### config.mk
export PLATFORM = sky130hd
export DESIGN_NAME = ide_chan_decoder
export DESIGN_NICKNAME = d
export VERILOG_FILES = /design/src/rtl/ide_dec_pkg.sv /design/src/rtl/ide_mode_reg.sv /design/src/rtl/ide_window_match.sv /design/src/rtl/ide_access_filter.sv /design/src/rtl/ide_chan_decoder.sv
export SDC_FILE = /design/constraint.sdc
export NUM_CORES = 1
export LEC_CHECK = 0
export ABC_AREA = 1
export BUFFER_PORTS_ARGS = -buffer_cell sky130_fd_sc_hd__buf_2
export CORE_AREA = 2 2 72 108
export CTS_CLUSTER_SIZE = 28
export DETAILED_ROUTE_END_ITERATION = 8
export DIE_AREA = 0 0 74 110
export PLACE_DENSITY = 0.92
export SYNTH_ARGS = -nofsm -noshare
export SYNTH_HDL_FRONTEND = slang
export SYNTH_HIERARCHICAL = 1
export SYNTH_SLANG_ARGS = --single-unit
### constraint.sdc
create_clock -name clk -period 5.8 [get_ports clk]
set_input_delay 0.29 -clock clk [delete_from_list [all_inputs] [get_ports clk]]
set_output_delay 0.29 -clock clk [all_outputs]
set_load 0.1 [all_outputs]
### src/rtl/ide_dec_pkg.sv
package ide_dec_pkg;
  localparam int DATA_W = 32;

  localparam logic [1:0] SZ_BYTE = 2'd0;
  localparam logic [1:0] SZ_WORD = 2'd1;

  // All-ones filler sized to the access; codes 2 and 3 are both dword.
  function automatic logic [DATA_W-1:0] ones_for(input logic [1:0] sz);
    case (sz)
      SZ_BYTE: ones_for = DATA_W'(32'h0000_00FF);
      SZ_WORD: ones_for = DATA_W'(32'h0000_FFFF);
      default: ones_for = {DATA_W{1'b1}};
    endcase
  endfunction
endpackage

### src/rtl/ide_mode_reg.sv
module ide_mode_reg #(
  parameter logic [3:0] COMPAT_CODE = 4'hA,
  parameter logic [3:0] NATIVE_CODE = 4'hF
) (
  input  logic       clk,
  input  logic       rst,
  input  logic [7:0] prog_if,
  output logic       compat_q
);
  logic unused_hi;
  assign unused_hi = ^prog_if[7:4];

  always_ff @(posedge clk) begin
    if (rst) begin
      compat_q <= 1'b0;
    end else if (prog_if[3:0] == COMPAT_CODE) begin
      compat_q <= 1'b1;
    end else if (prog_if[3:0] == NATIVE_CODE) begin
      compat_q <= 1'b0;
    end
  end
endmodule

### src/rtl/ide_window_match.sv
module ide_window_match #(
  parameter int ADDR_W = 16,
  parameter int SPAN   = 8,
  localparam int SL    = $clog2(SPAN)
) (
  input  logic [ADDR_W-1:0] addr,
  input  logic [ADDR_W-1:0] base,
  output logic              hit,
  output logic [SL-1:0]     off
);
  logic unused_base_lo;
  assign unused_base_lo = ^base[SL-1:0];

  assign hit = (addr[ADDR_W-1:SL] == base[ADDR_W-1:SL]);
  assign off = addr[SL-1:0];
endmodule

### src/rtl/ide_access_filter.sv
module ide_access_filter
  import ide_dec_pkg::*;
#(
  parameter int N_CH        = 2,
  parameter int OFF_W       = 3,
  parameter int CTL_W       = 2,
  parameter int CTL_REG_OFF = 2
) (
  input  logic [N_CH-1:0]       cmd_hit,
  input  logic [N_CH*OFF_W-1:0] cmd_off,
  input  logic [N_CH-1:0]       ctl_hit,
  input  logic [N_CH*CTL_W-1:0] ctl_off,
  input  logic [1:0]            size,
  output logic [N_CH-1:0]       sel_cmd,
  output logic [N_CH-1:0]       sel_ctl,
  output logic [OFF_W-1:0]      sel_off,
  output logic                  accept
);
  // Walk from the highest channel down so the lowest channel wins;
  // inside a channel the command block overrides the control block.
  always_comb begin
    sel_cmd = '0;
    sel_ctl = '0;
    sel_off = '0;
    accept  = 1'b0;
    for (int i = N_CH - 1; i >= 0; i--) begin
      if (ctl_hit[i]) begin
        sel_cmd    = '0;
        sel_ctl    = '0;
        sel_ctl[i] = 1'b1;
        sel_off    = OFF_W'(ctl_off[i*CTL_W +: CTL_W]);
        accept     = (size == SZ_BYTE) &&
                     (ctl_off[i*CTL_W +: CTL_W] == CTL_W'(CTL_REG_OFF));
      end
      if (cmd_hit[i]) begin
        sel_cmd    = '0;
        sel_ctl    = '0;
        sel_cmd[i] = 1'b1;
        sel_off    = cmd_off[i*OFF_W +: OFF_W];
        accept     = (size == SZ_BYTE) || (cmd_off[i*OFF_W +: OFF_W] == '0);
      end
    end
  end
endmodule

### src/rtl/ide_chan_decoder.sv
module ide_chan_decoder
  import ide_dec_pkg::*;
#(
  parameter int N_CH     = 2,
  parameter int ADDR_W   = 16,
  parameter int CMD_SPAN = 8,
  parameter int CTL_SPAN = 4,
  parameter int CTL_REG_OFF = 2,
  parameter logic [N_CH*ADDR_W-1:0] COMPAT_CMD_BASES = {16'h0170, 16'h01F0},
  parameter logic [N_CH*ADDR_W-1:0] COMPAT_CTL_BASES = {16'h0374, 16'h03F4},
  parameter logic [7:0] NATIVE_PIN = 8'd1,
  localparam int OFF_W = $clog2(CMD_SPAN),
  localparam int CTL_W = $clog2(CTL_SPAN)
) (
  input  logic                   clk,
  input  logic                   rst,
  input  logic [7:0]             prog_if,
  input  logic [N_CH*ADDR_W-1:0] nat_cmd_base,
  input  logic [N_CH*ADDR_W-1:0] nat_ctl_base,
  input  logic                   req_valid,
  input  logic                   req_wr,
  input  logic [ADDR_W-1:0]      req_addr,
  input  logic [1:0]             req_size,
  input  logic [DATA_W-1:0]      req_wdata,
  output logic [N_CH-1:0]        cmd_stb,
  output logic [N_CH-1:0]        ctl_stb,
  output logic                   stb_wr,
  output logic [OFF_W-1:0]       stb_off,
  output logic [1:0]             stb_size,
  output logic [DATA_W-1:0]      stb_wdata,
  output logic                   fill_vld,
  output logic [DATA_W-1:0]      fill_data,
  output logic [7:0]             irq_pin
);
  logic                  compat_q;
  logic [N_CH-1:0]       cmd_hit, ctl_hit, sel_cmd, sel_ctl;
  logic [N_CH*OFF_W-1:0] cmd_off;
  logic [N_CH*CTL_W-1:0] ctl_off;
  logic [OFF_W-1:0]      sel_off;
  logic                  accept, claim, reject_rd;

  ide_mode_reg u_mode (
    .clk(clk), .rst(rst), .prog_if(prog_if), .compat_q(compat_q)
  );

  for (genvar c = 0; c < N_CH; c++) begin : g_ch
    logic [ADDR_W-1:0] cmd_base, ctl_base;
    assign cmd_base = compat_q ? COMPAT_CMD_BASES[c*ADDR_W +: ADDR_W]
                               : nat_cmd_base[c*ADDR_W +: ADDR_W];
    assign ctl_base = compat_q ? COMPAT_CTL_BASES[c*ADDR_W +: ADDR_W]
                               : nat_ctl_base[c*ADDR_W +: ADDR_W];

    ide_window_match #(.ADDR_W(ADDR_W), .SPAN(CMD_SPAN)) u_cmd_win (
      .addr(req_addr), .base(cmd_base),
      .hit(cmd_hit[c]), .off(cmd_off[c*OFF_W +: OFF_W])
    );
    ide_window_match #(.ADDR_W(ADDR_W), .SPAN(CTL_SPAN)) u_ctl_win (
      .addr(req_addr), .base(ctl_base),
      .hit(ctl_hit[c]), .off(ctl_off[c*CTL_W +: CTL_W])
    );
  end

  ide_access_filter #(
    .N_CH(N_CH), .OFF_W(OFF_W), .CTL_W(CTL_W), .CTL_REG_OFF(CTL_REG_OFF)
  ) u_filter (
    .cmd_hit(cmd_hit), .cmd_off(cmd_off),
    .ctl_hit(ctl_hit), .ctl_off(ctl_off),
    .size(req_size),
    .sel_cmd(sel_cmd), .sel_ctl(sel_ctl), .sel_off(sel_off),
    .accept(accept)
  );

  assign claim     = req_valid && accept;
  assign reject_rd = req_valid && !req_wr && !accept;

  always_ff @(posedge clk) begin
    if (rst) begin
      cmd_stb   <= '0;
      ctl_stb   <= '0;
      stb_wr    <= 1'b0;
      stb_off   <= '0;
      stb_size  <= '0;
      stb_wdata <= '0;
      fill_vld  <= 1'b0;
      fill_data <= '0;
    end else begin
      cmd_stb   <= claim ? sel_cmd : '0;
      ctl_stb   <= claim ? sel_ctl : '0;
      stb_wr    <= req_wr;
      stb_off   <= sel_off;
      stb_size  <= req_size;
      stb_wdata <= req_wdata;
      fill_vld  <= reject_rd;
      fill_data <= reject_rd ? ones_for(req_size) : '0;
    end
  end

  assign irq_pin = compat_q ? 8'd0 : NATIVE_PIN;
endmodule

==> key figures <==
Status
  • Outcome: completed

Critical path
  • CP Data Required Time: 6.04 ns
  • Startpoint types: flop
  • Class of the most critical setup path: flop to flop
  • Crit path max fanout: 56
  • CP Data Arrival Time: 2.62 ns
  • Reg2reg setup slack: around 3.4 ns
  • Worst setup EP type: flop

STA
  • RSZ-0062 raised after global routing: no
  • # setup viols final: 0
  • Layout Skew: 0.000372 ns
  • Fmax achieved: about 420 MHz
  • Period utilization: 41.1%
  • Setup TNS: 0 ns
  • Final hold vios: 0
  • Final count of pins violating max slew: 0
  • Hold Slack: 0.186 ns
  • Worst-Margin Slew: between 0.7 and 0.8 ns
  • Slew headroom: 53.1%
  • Tmin final: 2.38 ns

Clock network
  • Max clock buf depth: 2
  • Clk sinks: between 40 and 50
  • Post-cts resize count: 0
  • CTS tree: built
  • Clk slew on worst S/H paths: 0.09 ns
  • Root Driver: clkbuf_8
  • Clk_lat worst skew: 0.29 ns
  • H-tree depth: 2
  • Setup bufs post-CTS: 0
  • Total CTS buffers: 5
  • # hold bufs at CTS: 0

Route
  • WL final: 7.91 mm
  • Via count: between 3000 and 4000
  • Uppermost layer routed: met4
  • Via density: ~4
  • Avg WL per Cell: 10.0 µm
  • DRC violations left: 0
  • Metal3 WL: between 1 and 1.5 mm
  • Routed wl met2: 3.81 mm
  • Initial DRC count: 77
  • Antenna Nets Post-Route: 0
  • M1 wire length: 2.65 mm
  • DR pass1 iterations: 4

Layout
  • Register Area: 941 µm²
  • Diode count: 0
  • Layout cell share with drive strength beyond 1: 31.9%
  • Multi-input logic area: roughly 1400 µm²
  • Area delta synth->final: 24.0%
  • Commonest cells after routing, fill and taps aside: buf_2, inv_1, nor2_1
  • Final nets: 812
  • Design Area, Final: 4020 µm²
  • Fillers: 702
  • Most common library cell in the layout ignoring fill and taps: buf_2

Synthesis
  • Post-Syn Area: 3240 µm²
  • Ys Warns: 6
  • Post-Synthesis Cells: 543
  • Avg Inst Size Synth: 5.97 µm²

Power and ir drop
  • PwrDens: 228 nW/µm²
  • Cell leakage power: 2.71 nW
  • Peak supply drop: 0.000110 V
  • Overall power: 0.917 mW

Global routing
  • GRT Total Usage: about a fifth
  • Largest net degree at the start of global routing: 57
  • Vias in the first global route: approximately 2800
  • First-pass GRT wire length: around 12 mm
  • GR Overflow Total: 0
  • Initial antenna violation count: 0

Placed design
  • Post-DP Area: 3910 µm²
  • Hpwl dp: 6.80 mm
  • IO Port Bufs: 187
  • Placer Congestion: 0.888

Floorplan
  • Core area: 7180 µm²
  • Placement row count: 38
  • Die height: 110 µm
  • Starting Density: 45.2%
  • Num ports: 209
  • Die Wd: between 70 and 80 µm
  • Die ar.: 8140 µm²

Worst hold path
  • Min-Delay Path Class: input pin to flop

Flow run
  • Max cap viols: 0
-- critical path, stage by stage, from the launching register on --
cell,delay [ns]
dfxtp_1,0.30
buf_4,0.25
or2_2,0.35
xnor2_1,0.16
nand2_1,0.07
nor2_1,0.12
nand2_1,0.08
nor2_1,0.22
nor2_2,0.11
nor2_1,0.11
nand2_1,0.05
nand3_1,0.07
nand2_1,0.06
nor2_1,0.10
nand2_1,0.13
nor2_1,0.12
-- metrics by stage --
step	std cells	utilization, %	setup slack [ns]
after floorplan	549	-	3.83
after global placement	779	54.4	3.40
after detailed placement	779	54.4	3.39
after CTS	787	56.0	3.35
after global routing	787	56.0	3.06
final	787	56.0	3.42
-- worst paths after layout --
path                    from              end  cells past startpoint
max reg2reg  u_mode/compat_q    fill_data[30]                     15
max          u_mode/compat_q    fill_data[30]                     15
min reg2reg  u_mode/compat_q  u_mode/compat_q                      3
min            req_wdata[13]    stb_wdata[13]                      3
-- metal layers --
metal / vias to the layer above / global-route usage (%)
met5: - / 0
met4: 0 / 5.58
met3: 11 / 11.5
met2: 163 / 36.0
met1: 1314 / 16.2
li1: 1730 / -
-- registers in the layout (all words and copies together), names as in the netlist --
signal,cells
stb_wdata,32
fill_data,3
stb_off,3
cmd_stb,2
ctl_stb,2
stb_size,2
fill_vld,1
stb_wr,1
u_mode/compat_q,1
-- report_power, final --
group	internal, mW	leakage, nW	switching [mW]
logic	0.0810	2.26	0.257
clock network	0.130	0.0548	0.109
registers	0.336	0.389	0.00424
total	0.547	2.71	0.370
-- final cells by class --
type                            count  area share [%]
Tap cell                          100            3.11
Timing Repair Buffer              188            23.5
Clock buffer                        5            1.71
Clock inverter                      3            1.15
Sequential cell                    47            23.4
Inverter                          141            13.2
Multi-Input combinational cell    303            34.0
Note: power is estimated with default switching activity, not from simulation.
